<file path="src/rtl/irqbank_pkg.sv">
package irqbank_pkg;

  localparam int unsigned PRIO_W = 8;

  localparam int unsigned OFS_GROUP    = 'h000;
  localparam int unsigned OFS_EN_SET   = 'h004;
  localparam int unsigned OFS_EN_CLR   = 'h008;
  localparam int unsigned OFS_PEND_SET = 'h00C;
  localparam int unsigned OFS_PEND_CLR = 'h010;
  localparam int unsigned OFS_ACT_SET  = 'h014;
  localparam int unsigned OFS_ACT_CLR  = 'h018;
  localparam int unsigned OFS_CFG_SW   = 'h01C;
  localparam int unsigned OFS_CFG_PER  = 'h020;
  localparam int unsigned OFS_GRPMOD   = 'h024;
  localparam int unsigned OFS_NSACC    = 'h028;
  localparam int unsigned OFS_PRIO     = 'h100;

  typedef enum logic [1:0] {
    GRP_SEC0  = 2'd0,
    GRP_NSEC1 = 2'd1,
    GRP_SEC1  = 2'd2
  } irq_grp_e;

  typedef enum logic [3:0] {
    SEL_NONE, SEL_GROUP, SEL_EN_SET, SEL_EN_CLR, SEL_PEND_SET, SEL_PEND_CLR,
    SEL_ACT_SET, SEL_ACT_CLR, SEL_CFG_SW, SEL_CFG_PER, SEL_GRPMOD, SEL_NSACC,
    SEL_PRIO
  } reg_sel_e;

  function automatic irq_grp_e resolve_grp(input logic sec_off, input logic grp,
                                           input logic modf);
    if (sec_off) return grp ? GRP_NSEC1 : GRP_SEC0;
    case ({modf, grp})
      2'b00:   return GRP_SEC0;
      2'b10:   return GRP_SEC1;
      default: return GRP_NSEC1;
    endcase
  endfunction

endpackage

</file>
<file path="src/rtl/irqbank_decode.sv">
module irqbank_decode
  import irqbank_pkg::*;
#(
  parameter int ADDR_W  = 12,
  parameter int NUM_IRQ = 32
) (
  input  logic [ADDR_W-1:0] addr,
  output reg_sel_e          sel,
  output logic [ADDR_W-1:0] prio_ofs
);
  localparam logic [ADDR_W-1:0] PRIO_LO = ADDR_W'(OFS_PRIO);
  localparam logic [ADDR_W-1:0] PRIO_HI = ADDR_W'(OFS_PRIO + NUM_IRQ);

  assign prio_ofs = addr - PRIO_LO;

  always_comb begin
    sel = SEL_NONE;
    if (addr == ADDR_W'(OFS_GROUP))         sel = SEL_GROUP;
    else if (addr == ADDR_W'(OFS_EN_SET))   sel = SEL_EN_SET;
    else if (addr == ADDR_W'(OFS_EN_CLR))   sel = SEL_EN_CLR;
    else if (addr == ADDR_W'(OFS_PEND_SET)) sel = SEL_PEND_SET;
    else if (addr == ADDR_W'(OFS_PEND_CLR)) sel = SEL_PEND_CLR;
    else if (addr == ADDR_W'(OFS_ACT_SET))  sel = SEL_ACT_SET;
    else if (addr == ADDR_W'(OFS_ACT_CLR))  sel = SEL_ACT_CLR;
    else if (addr == ADDR_W'(OFS_CFG_SW))   sel = SEL_CFG_SW;
    else if (addr == ADDR_W'(OFS_CFG_PER))  sel = SEL_CFG_PER;
    else if (addr == ADDR_W'(OFS_GRPMOD))   sel = SEL_GRPMOD;
    else if (addr == ADDR_W'(OFS_NSACC))    sel = SEL_NSACC;
    else if (addr >= PRIO_LO && addr < PRIO_HI) sel = SEL_PRIO;
  end
endmodule

</file>
<file path="src/rtl/irqbank_visibility.sv">
module irqbank_visibility
  import irqbank_pkg::*;
#(
  parameter int NUM_IRQ = 32
) (
  input  logic               sec_off,
  input  logic               acc_secure,
  input  logic [NUM_IRQ-1:0] grp,
  input  logic [NUM_IRQ-1:0] modf,
  output logic [NUM_IRQ-1:0] vis
);
  for (genvar i = 0; i < NUM_IRQ; i++) begin : g_irq
    irq_grp_e res;
    assign res    = resolve_grp(sec_off, grp[i], modf[i]);
    assign vis[i] = sec_off | acc_secure | (res == GRP_NSEC1);
  end
endmodule

</file>
<file path="src/rtl/irqbank_flagset.sv">
module irqbank_flagset #(
  parameter int N = 32
) (
  input  logic         clk,
  input  logic         rst_n,
  input  logic         set_we,
  input  logic         clr_we,
  input  logic [N-1:0] hit,
  output logic [N-1:0] q
);
  logic [N-1:0] set_m, clr_m;
  assign set_m = set_we ? hit : '0;
  assign clr_m = clr_we ? hit : '0;

  always_ff @(posedge clk) begin
    if (!rst_n) q <= '0;
    else        q <= (q | set_m) & ~clr_m;
  end
endmodule

</file>
<file path="src/rtl/irq_cfg_bank.sv">
module irq_cfg_bank
  import irqbank_pkg::*;
#(
  parameter int NUM_SGI = 16,
  parameter int NUM_PPI = 16,
  parameter int ADDR_W  = 12,
  parameter int DATA_W  = 32
) (
  input  logic              clk,
  input  logic              rst_n,
  input  logic              sec_disable,
  input  logic              req_valid,
  output logic              req_ready,
  input  logic              req_write,
  input  logic [ADDR_W-1:0] req_addr,
  input  logic [1:0]        req_size,
  input  logic              req_secure,
  input  logic [DATA_W-1:0] req_wdata,
  output logic              rsp_valid,
  input  logic              rsp_ready,
  output logic [DATA_W-1:0] rsp_rdata,
  output logic              rsp_err
);
  localparam int NUM_IRQ = NUM_SGI + NUM_PPI;
  localparam int IDW     = $clog2(NUM_IRQ);
  localparam int NBYTES  = DATA_W / 8;

  reg_sel_e           sel;
  logic [ADDR_W-1:0]  prio_ofs;
  logic               acc, wr, ns_view, mod_ok;
  logic [2:0]         nbytes;
  logic [NBYTES-1:0]  lane_en;
  logic [DATA_W-1:0]  lane_bits;
  logic [NUM_IRQ-1:0] vis, wbits;
  logic [NUM_IRQ-1:0] grp_q, mod_q, en_q, pend_q, act_q;
  logic [NUM_PPI-1:0] edge_q;
  logic [1:0]         nsacc_q [NUM_SGI];
  logic [NUM_IRQ*PRIO_W-1:0] prio_flat;
  logic [DATA_W-1:0]  prio_rd, rd;

  assign req_ready = ~rsp_valid | rsp_ready;
  assign acc       = req_valid & req_ready;
  assign wr        = acc & req_write;
  assign ns_view   = ~sec_disable & ~req_secure;
  assign mod_ok    = ~sec_disable & req_secure;
  assign nbytes    = (req_size == 2'd0) ? 3'd1 : (req_size == 2'd1) ? 3'd2 : 3'd4;

  for (genvar b = 0; b < NBYTES; b++) begin : g_lane
    assign lane_en[b]          = (3'(b) < nbytes);
    assign lane_bits[8*b +: 8] = {8{lane_en[b]}};
  end

  irqbank_decode #(.ADDR_W(ADDR_W), .NUM_IRQ(NUM_IRQ)) u_decode (
    .addr(req_addr), .sel(sel), .prio_ofs(prio_ofs)
  );

  irqbank_visibility #(.NUM_IRQ(NUM_IRQ)) u_vis (
    .sec_off(sec_disable), .acc_secure(req_secure),
    .grp(grp_q), .modf(mod_q), .vis(vis)
  );

  assign wbits = req_wdata[NUM_IRQ-1:0] & lane_bits[NUM_IRQ-1:0] & vis;

  irqbank_flagset #(.N(NUM_IRQ)) u_enable (
    .clk(clk), .rst_n(rst_n), .set_we(wr && sel == SEL_EN_SET),
    .clr_we(wr && sel == SEL_EN_CLR), .hit(wbits), .q(en_q)
  );
  irqbank_flagset #(.N(NUM_IRQ)) u_pending (
    .clk(clk), .rst_n(rst_n), .set_we(wr && sel == SEL_PEND_SET),
    .clr_we(wr && sel == SEL_PEND_CLR), .hit(wbits), .q(pend_q)
  );
  irqbank_flagset #(.N(NUM_IRQ)) u_active (
    .clk(clk), .rst_n(rst_n), .set_we(wr && sel == SEL_ACT_SET),
    .clr_we(wr && sel == SEL_ACT_CLR), .hit(wbits), .q(act_q)
  );

  // group and modifier words: whole-register filtering
  always_ff @(posedge clk) begin
    if (!rst_n) begin
      grp_q <= '0;
      mod_q <= '0;
    end else begin
      if (wr && sel == SEL_GROUP && !ns_view)
        grp_q <= (grp_q & ~lane_bits[NUM_IRQ-1:0]) |
                 (req_wdata[NUM_IRQ-1:0] & lane_bits[NUM_IRQ-1:0]);
      if (wr && sel == SEL_GRPMOD && mod_ok)
        mod_q <= (mod_q & ~lane_bits[NUM_IRQ-1:0]) |
                 (req_wdata[NUM_IRQ-1:0] & lane_bits[NUM_IRQ-1:0]);
    end
  end

  // peripheral trigger type and access levels
  always_ff @(posedge clk) begin
    if (!rst_n) begin
      edge_q <= '0;
      for (int j = 0; j < NUM_SGI; j++) nsacc_q[j] <= 2'd0;
    end else begin
      for (int j = 0; j < NUM_PPI; j++)
        if (wr && sel == SEL_CFG_PER && lane_bits[2*j+1] && vis[NUM_SGI+j])
          edge_q[j] <= req_wdata[2*j+1];
      for (int j = 0; j < NUM_SGI; j++)
        if (wr && sel == SEL_NSACC && mod_ok && lane_bits[2*j])
          nsacc_q[j] <= req_wdata[2*j +: 2];
    end
  end

  // one priority register per interrupt; each picks its byte lane
  for (genvar i = 0; i < NUM_IRQ; i++) begin : g_prio
    logic [ADDR_W-1:0] rel;
    logic              hit;
    logic [PRIO_W-1:0] wbyte, val_q;
    assign rel   = ADDR_W'(i) - prio_ofs;
    assign hit   = (sel == SEL_PRIO) && (rel < ADDR_W'(nbytes)) && vis[i];
    assign wbyte = req_wdata[8*rel[1:0] +: 8];
    always_ff @(posedge clk) begin
      if (!rst_n)        val_q <= '0;
      else if (wr && hit) val_q <= ns_view ? (8'h80 | (wbyte >> 1)) : wbyte;
    end
    assign prio_flat[PRIO_W*i +: PRIO_W] = val_q;
  end

  for (genvar b = 0; b < NBYTES; b++) begin : g_prd
    logic [ADDR_W-1:0] pid;
    logic [PRIO_W-1:0] pv;
    assign pid = prio_ofs + ADDR_W'(b);
    assign pv  = prio_flat[PRIO_W*pid[IDW-1:0] +: PRIO_W];
    always_comb begin
      prio_rd[8*b +: 8] = '0;
      if (lane_en[b] && pid < ADDR_W'(NUM_IRQ) && vis[pid[IDW-1:0]])
        prio_rd[8*b +: 8] = ns_view ? {pv[PRIO_W-2:0], 1'b0} : pv;
    end
  end

  always_comb begin
    rd = '0;
    case (sel)
      SEL_GROUP:                rd = ns_view ? '0 : DATA_W'(grp_q);
      SEL_EN_SET, SEL_EN_CLR:   rd = DATA_W'(en_q & vis);
      SEL_PEND_SET, SEL_PEND_CLR: rd = DATA_W'(pend_q & vis);
      SEL_ACT_SET, SEL_ACT_CLR: rd = DATA_W'(act_q & vis);
      SEL_CFG_SW:  for (int j = 0; j < NUM_SGI; j++) rd[2*j+1] = vis[j];
      SEL_CFG_PER: for (int j = 0; j < NUM_PPI; j++) rd[2*j+1] = edge_q[j] & vis[NUM_SGI+j];
      SEL_GRPMOD:  rd = mod_ok ? DATA_W'(mod_q) : '0;
      SEL_NSACC:   if (mod_ok) for (int j = 0; j < NUM_SGI; j++) rd[2*j +: 2] = nsacc_q[j];
      SEL_PRIO:    rd = prio_rd;
      default:     rd = '0;
    endcase
  end

  always_ff @(posedge clk) begin
    if (!rst_n) begin
      rsp_valid <= 1'b0;
      rsp_rdata <= '0;
      rsp_err   <= 1'b0;
    end else if (acc) begin
      rsp_valid <= 1'b1;
      rsp_rdata <= req_write ? '0 : (rd & lane_bits);
      rsp_err   <= (sel == SEL_NONE);
    end else if (rsp_ready) begin
      rsp_valid <= 1'b0;
      rsp_err   <= 1'b0;
    end
  end
endmodule

</file>
<file path="config.mk">
export PLATFORM = sky130hd
export DESIGN_NAME = irq_cfg_bank
export DESIGN_NICKNAME = d
export VERILOG_FILES = /design/src/rtl/irqbank_pkg.sv /design/src/rtl/irqbank_decode.sv /design/src/rtl/irqbank_visibility.sv /design/src/rtl/irqbank_flagset.sv /design/src/rtl/irq_cfg_bank.sv
export SDC_FILE = /design/constraint.sdc
export NUM_CORES = 2
export LEC_CHECK = 0
export BUFFER_PORTS_ARGS = -buffer_cell sky130_fd_sc_hd__buf_4
export CAP_MARGIN = 30
export CORE_MARGIN = 8
export CORE_UTILIZATION = 45
export DETAILED_ROUTE_END_ITERATION = 10
export SETUP_SLACK_MARGIN = 0.3
export SYNTH_ARGS = -nofsm -noshare
export SYNTH_HDL_FRONTEND = slang
export SYNTH_SLANG_ARGS = --single-unit
</file>
<file path="constraint.sdc">
create_clock -name clk -period 11.6 [get_ports clk]
set_input_delay 2.32 -clock clk [delete_from_list [all_inputs] [get_ports clk]]
set_output_delay 2.32 -clock clk [all_outputs]
set_load 0.01 [all_outputs]
</file>
==> flow_summary.toml <==
[outcome]
status = "complete, no violations"

[critical_path]
startpoint_type = "primary input"
r2r_end = "g_prio[12].val_q[1]$_SDFFE_PN0P_"
required_ns = 12.08
r2r.worst_path.cells = 7
ff2ff_setup_slack_ns = 7.90
cp.arrival_ns = 7.73
crit_path_end_kind = "flop"
reg2reg_from = "rsp_valid$_SDFFE_PN0P_"
worstSetupPathType = "primary input to flop"
critPathMaxFanout = 31

[global_routing]
grt-ovfl-total = 0
grt_pass1_wl_um = 231000
grt_pass1_vias = 31273
track_usage = 0.348
grt_max_degree = 199
antenna_found_initial = 4

[floorplan]
initial_core_util = 0.453
io_pins = 88
die_area_um2 = 88400
die_y_um = 297
rows = 103
die_x_um = 297
core_area_um2 = 78600

[yosys]
synth_edf_count = 32
syn_area_um2 = 35600
async_reset_ff_frac = 0
synthCells = 3825
synth_nets = 3912
yosys-top-cells-area = "dfxtp_1 26%, mux4_2 23%, mux2i_1 9.0%"
yosysUniqueCellTypes = 91
synthFlopType = "dfxtp_1"
yosys.area.top_type = "dfxtp_1"
synth_top_area_frac = 0.262
seq_area_frac_synth = 0.289
synthTopCellsByCount = "546 x nor2_1, 475 x nand2_1, 466 x dfxtp_1"
synth-seq-cells = 498
yosys_warnings = 0
postSynthAreaPerCell_um2 = 9.31
synth_most_common_cell = "nor2_1"

[power]
leakage_uw = 0.0142
power_density_nw_per_um2 = 112
switchingPower_uw = 1320
p_clk_frac = 0.440
p_int_uw = 3100
p_sw_frac = 0.299
p_comb_frac = 0.167
ir_drop_mv = 0.117
pwr-share-seq = 0.393
power.total_uw = 4410

[layout]
area_growth_pct = 10.2
seqCellArea_um2 = 10300
multi_input_area_um2 = 24000
nFillCells = 7377
drive_above_1_share = 0.197
fin_cells = 4830
nets = 3816

[place]
dp_hpwl_um = 111000
dp_cells = 4717
io_buffers = 87
place_ws_ns = 4.01
finalWeightedCongestion = 1.03

[clock_network]
post_cts_resized = 0
clk_latency_ns = 0.65
clockBufferDepth = 3
cts_buffers = 56
cts_hold_buf = 0
cts_sinks = 498
clk_pin_slew_ns = 0.06
post_cts_buffers = 0
cts.htree.levels = 2
cts_tree = "yes"
clockRootBuffer = "clkbuf_16"

[timing]
rsz0062_at_grt = "no"
final_hold_viol_count = 0
fin_crit_sh = 0.625
period_needed_ns = 7.25
setup_viol = 0
final.setup.worst_slack_ns = 4.35
max_freq_mhz = 138
fin_skew_ns = 0.0395
holdWs_ns = 0.455
timing_max_transition_violations_final = 0
slew-limit-headroom = 0.294
tns_ns = 0
worst_slew_pin_slew_ns = 1.06

[drt]
postRouteAntennaNets = 0
dr.max_layer_used = "met5"
drtIter0Drc = 5573
wl_met3_um = 20400
routed_wl_um = 162000
dr.pass1.iters = 6
met1_length_um = 61500
num_vias = 34297
drc = 0
via_per_inst = 7.10
dr_wl_met2_um = 67800
wl_per_cell_um = 33.5

[worst_hold_path]
hold_depth = 2
hold_class = "flop to flop"

[run]
drv_cap = 0
## cell families (layout without fill, tap and decap cells)
logic type / Yosys count / count (layout) / synth area share
compound gates: 690 / 690 / 0.132
flops: 498 / 498 / 0.289
mux: 700 / 700 / 0.324
xor+xnor: 53 / 53 / 0.0135
simple gates: 1467 / 1467 / 0.186
fa+ha+maj: 34 / 34 / 0.0119
other cells: 0 / 5 / 0
buf+inv: 383 / 333 / 0.0432
## stage by stage
step / utilization / area, um^2
floorplan: - / 35600
global placement: 0.471 / 37100
detailed placement: 0.473 / 37200
CTS: 0.498 / 39200
global route: 0.499 / 39200
finish: 0.499 / 39300
## power by group through the flow
stage	Clock, uW	Combinational (uW)	Sequential, uW
floorplan	0	430	1770
global placement	0	708	1770
detailed placement	0	705	1770
CTS	1940	707	1740
global route	2020	752	1740
finish	1940	736	1740
## routing by layer
layer | up-vias | track usage
li1 | 14189 | -
met1 | 16830 | 0.468
met2 | 2702 | 0.504
met3 | 572 | 0.0875
met4 | 4 | 0.208
met5 | - | 0
## worst max-delay path by stage
stage          slack (ns)                               end        start
2_1_floorplan        4.65  g_prio[18].val_q[0]$_SDFFE_PN0P_  req_addr[1]
3_3_place_gp         3.70   g_prio[3].val_q[3]$_SDFFE_PN0P_  req_addr[2]
3_5_place_dp         4.01  g_prio[19].val_q[4]$_SDFFE_PN0P_  req_addr[2]
4_1_cts              4.66  g_prio[19].val_q[2]$_SDFFE_PN0P_  req_addr[2]
5_1_grt              4.26  g_prio[12].val_q[1]$_SDFFE_PN0P_  req_addr[2]
6_report             4.35  g_prio[12].val_q[1]$_SDFFE_PN0P_  req_addr[2]
## cell usage in the layout (no fill, tap or decap), drive strengths merged, types with 11 or more instances in the layout
cell and instances:
ha 34, o211ai 21, mux2 18, o31ai 12, buf 184, and3 37
nand2 475, a221oi 17, inv 44, dfxtp 466, xnor2 46, nand3 108
o22ai 11, nor2 547, mux4 361, or4 17, nand2b 21, a31oi 33
nor4 39, or3 21, nor2b 24, a21oi 220, a211oi 79, edfxtp 32
nor3 60, clkbuf 84, clkinv 12, mux2i 321, a22o 14, a22oi 15
o221a 27, a311oi 23, nand4 32, and2 37, o21ai 100
## cell type report
type / instances / area share
repair buffers: 185 / 0.0390
inverters: 44 / 0.00440
diodes: 5 / 0.000319
flip-flops and latches: 498 / 0.262
multi-input cells: 2944 / 0.610
clock buffers: 83 / 0.0418
well taps: 1050 / 0.0335
clock inverters: 21 / 0.00867
## worst max-delay path: stages
cell and delay, ns:
buf_4 0.50, clkinv_1 0.72, ha_1 0.44, buf_4 0.23, or3_1 0.46, a2bb2oi_1 0.31
o211a_1 0.29, nand3_1 0.48, nor3b_1 0.55, nand4_1 0.87, mux2i_1 0.43, nor2_1 0.07
No activity file was read; power rests on OpenSTA's default activity.
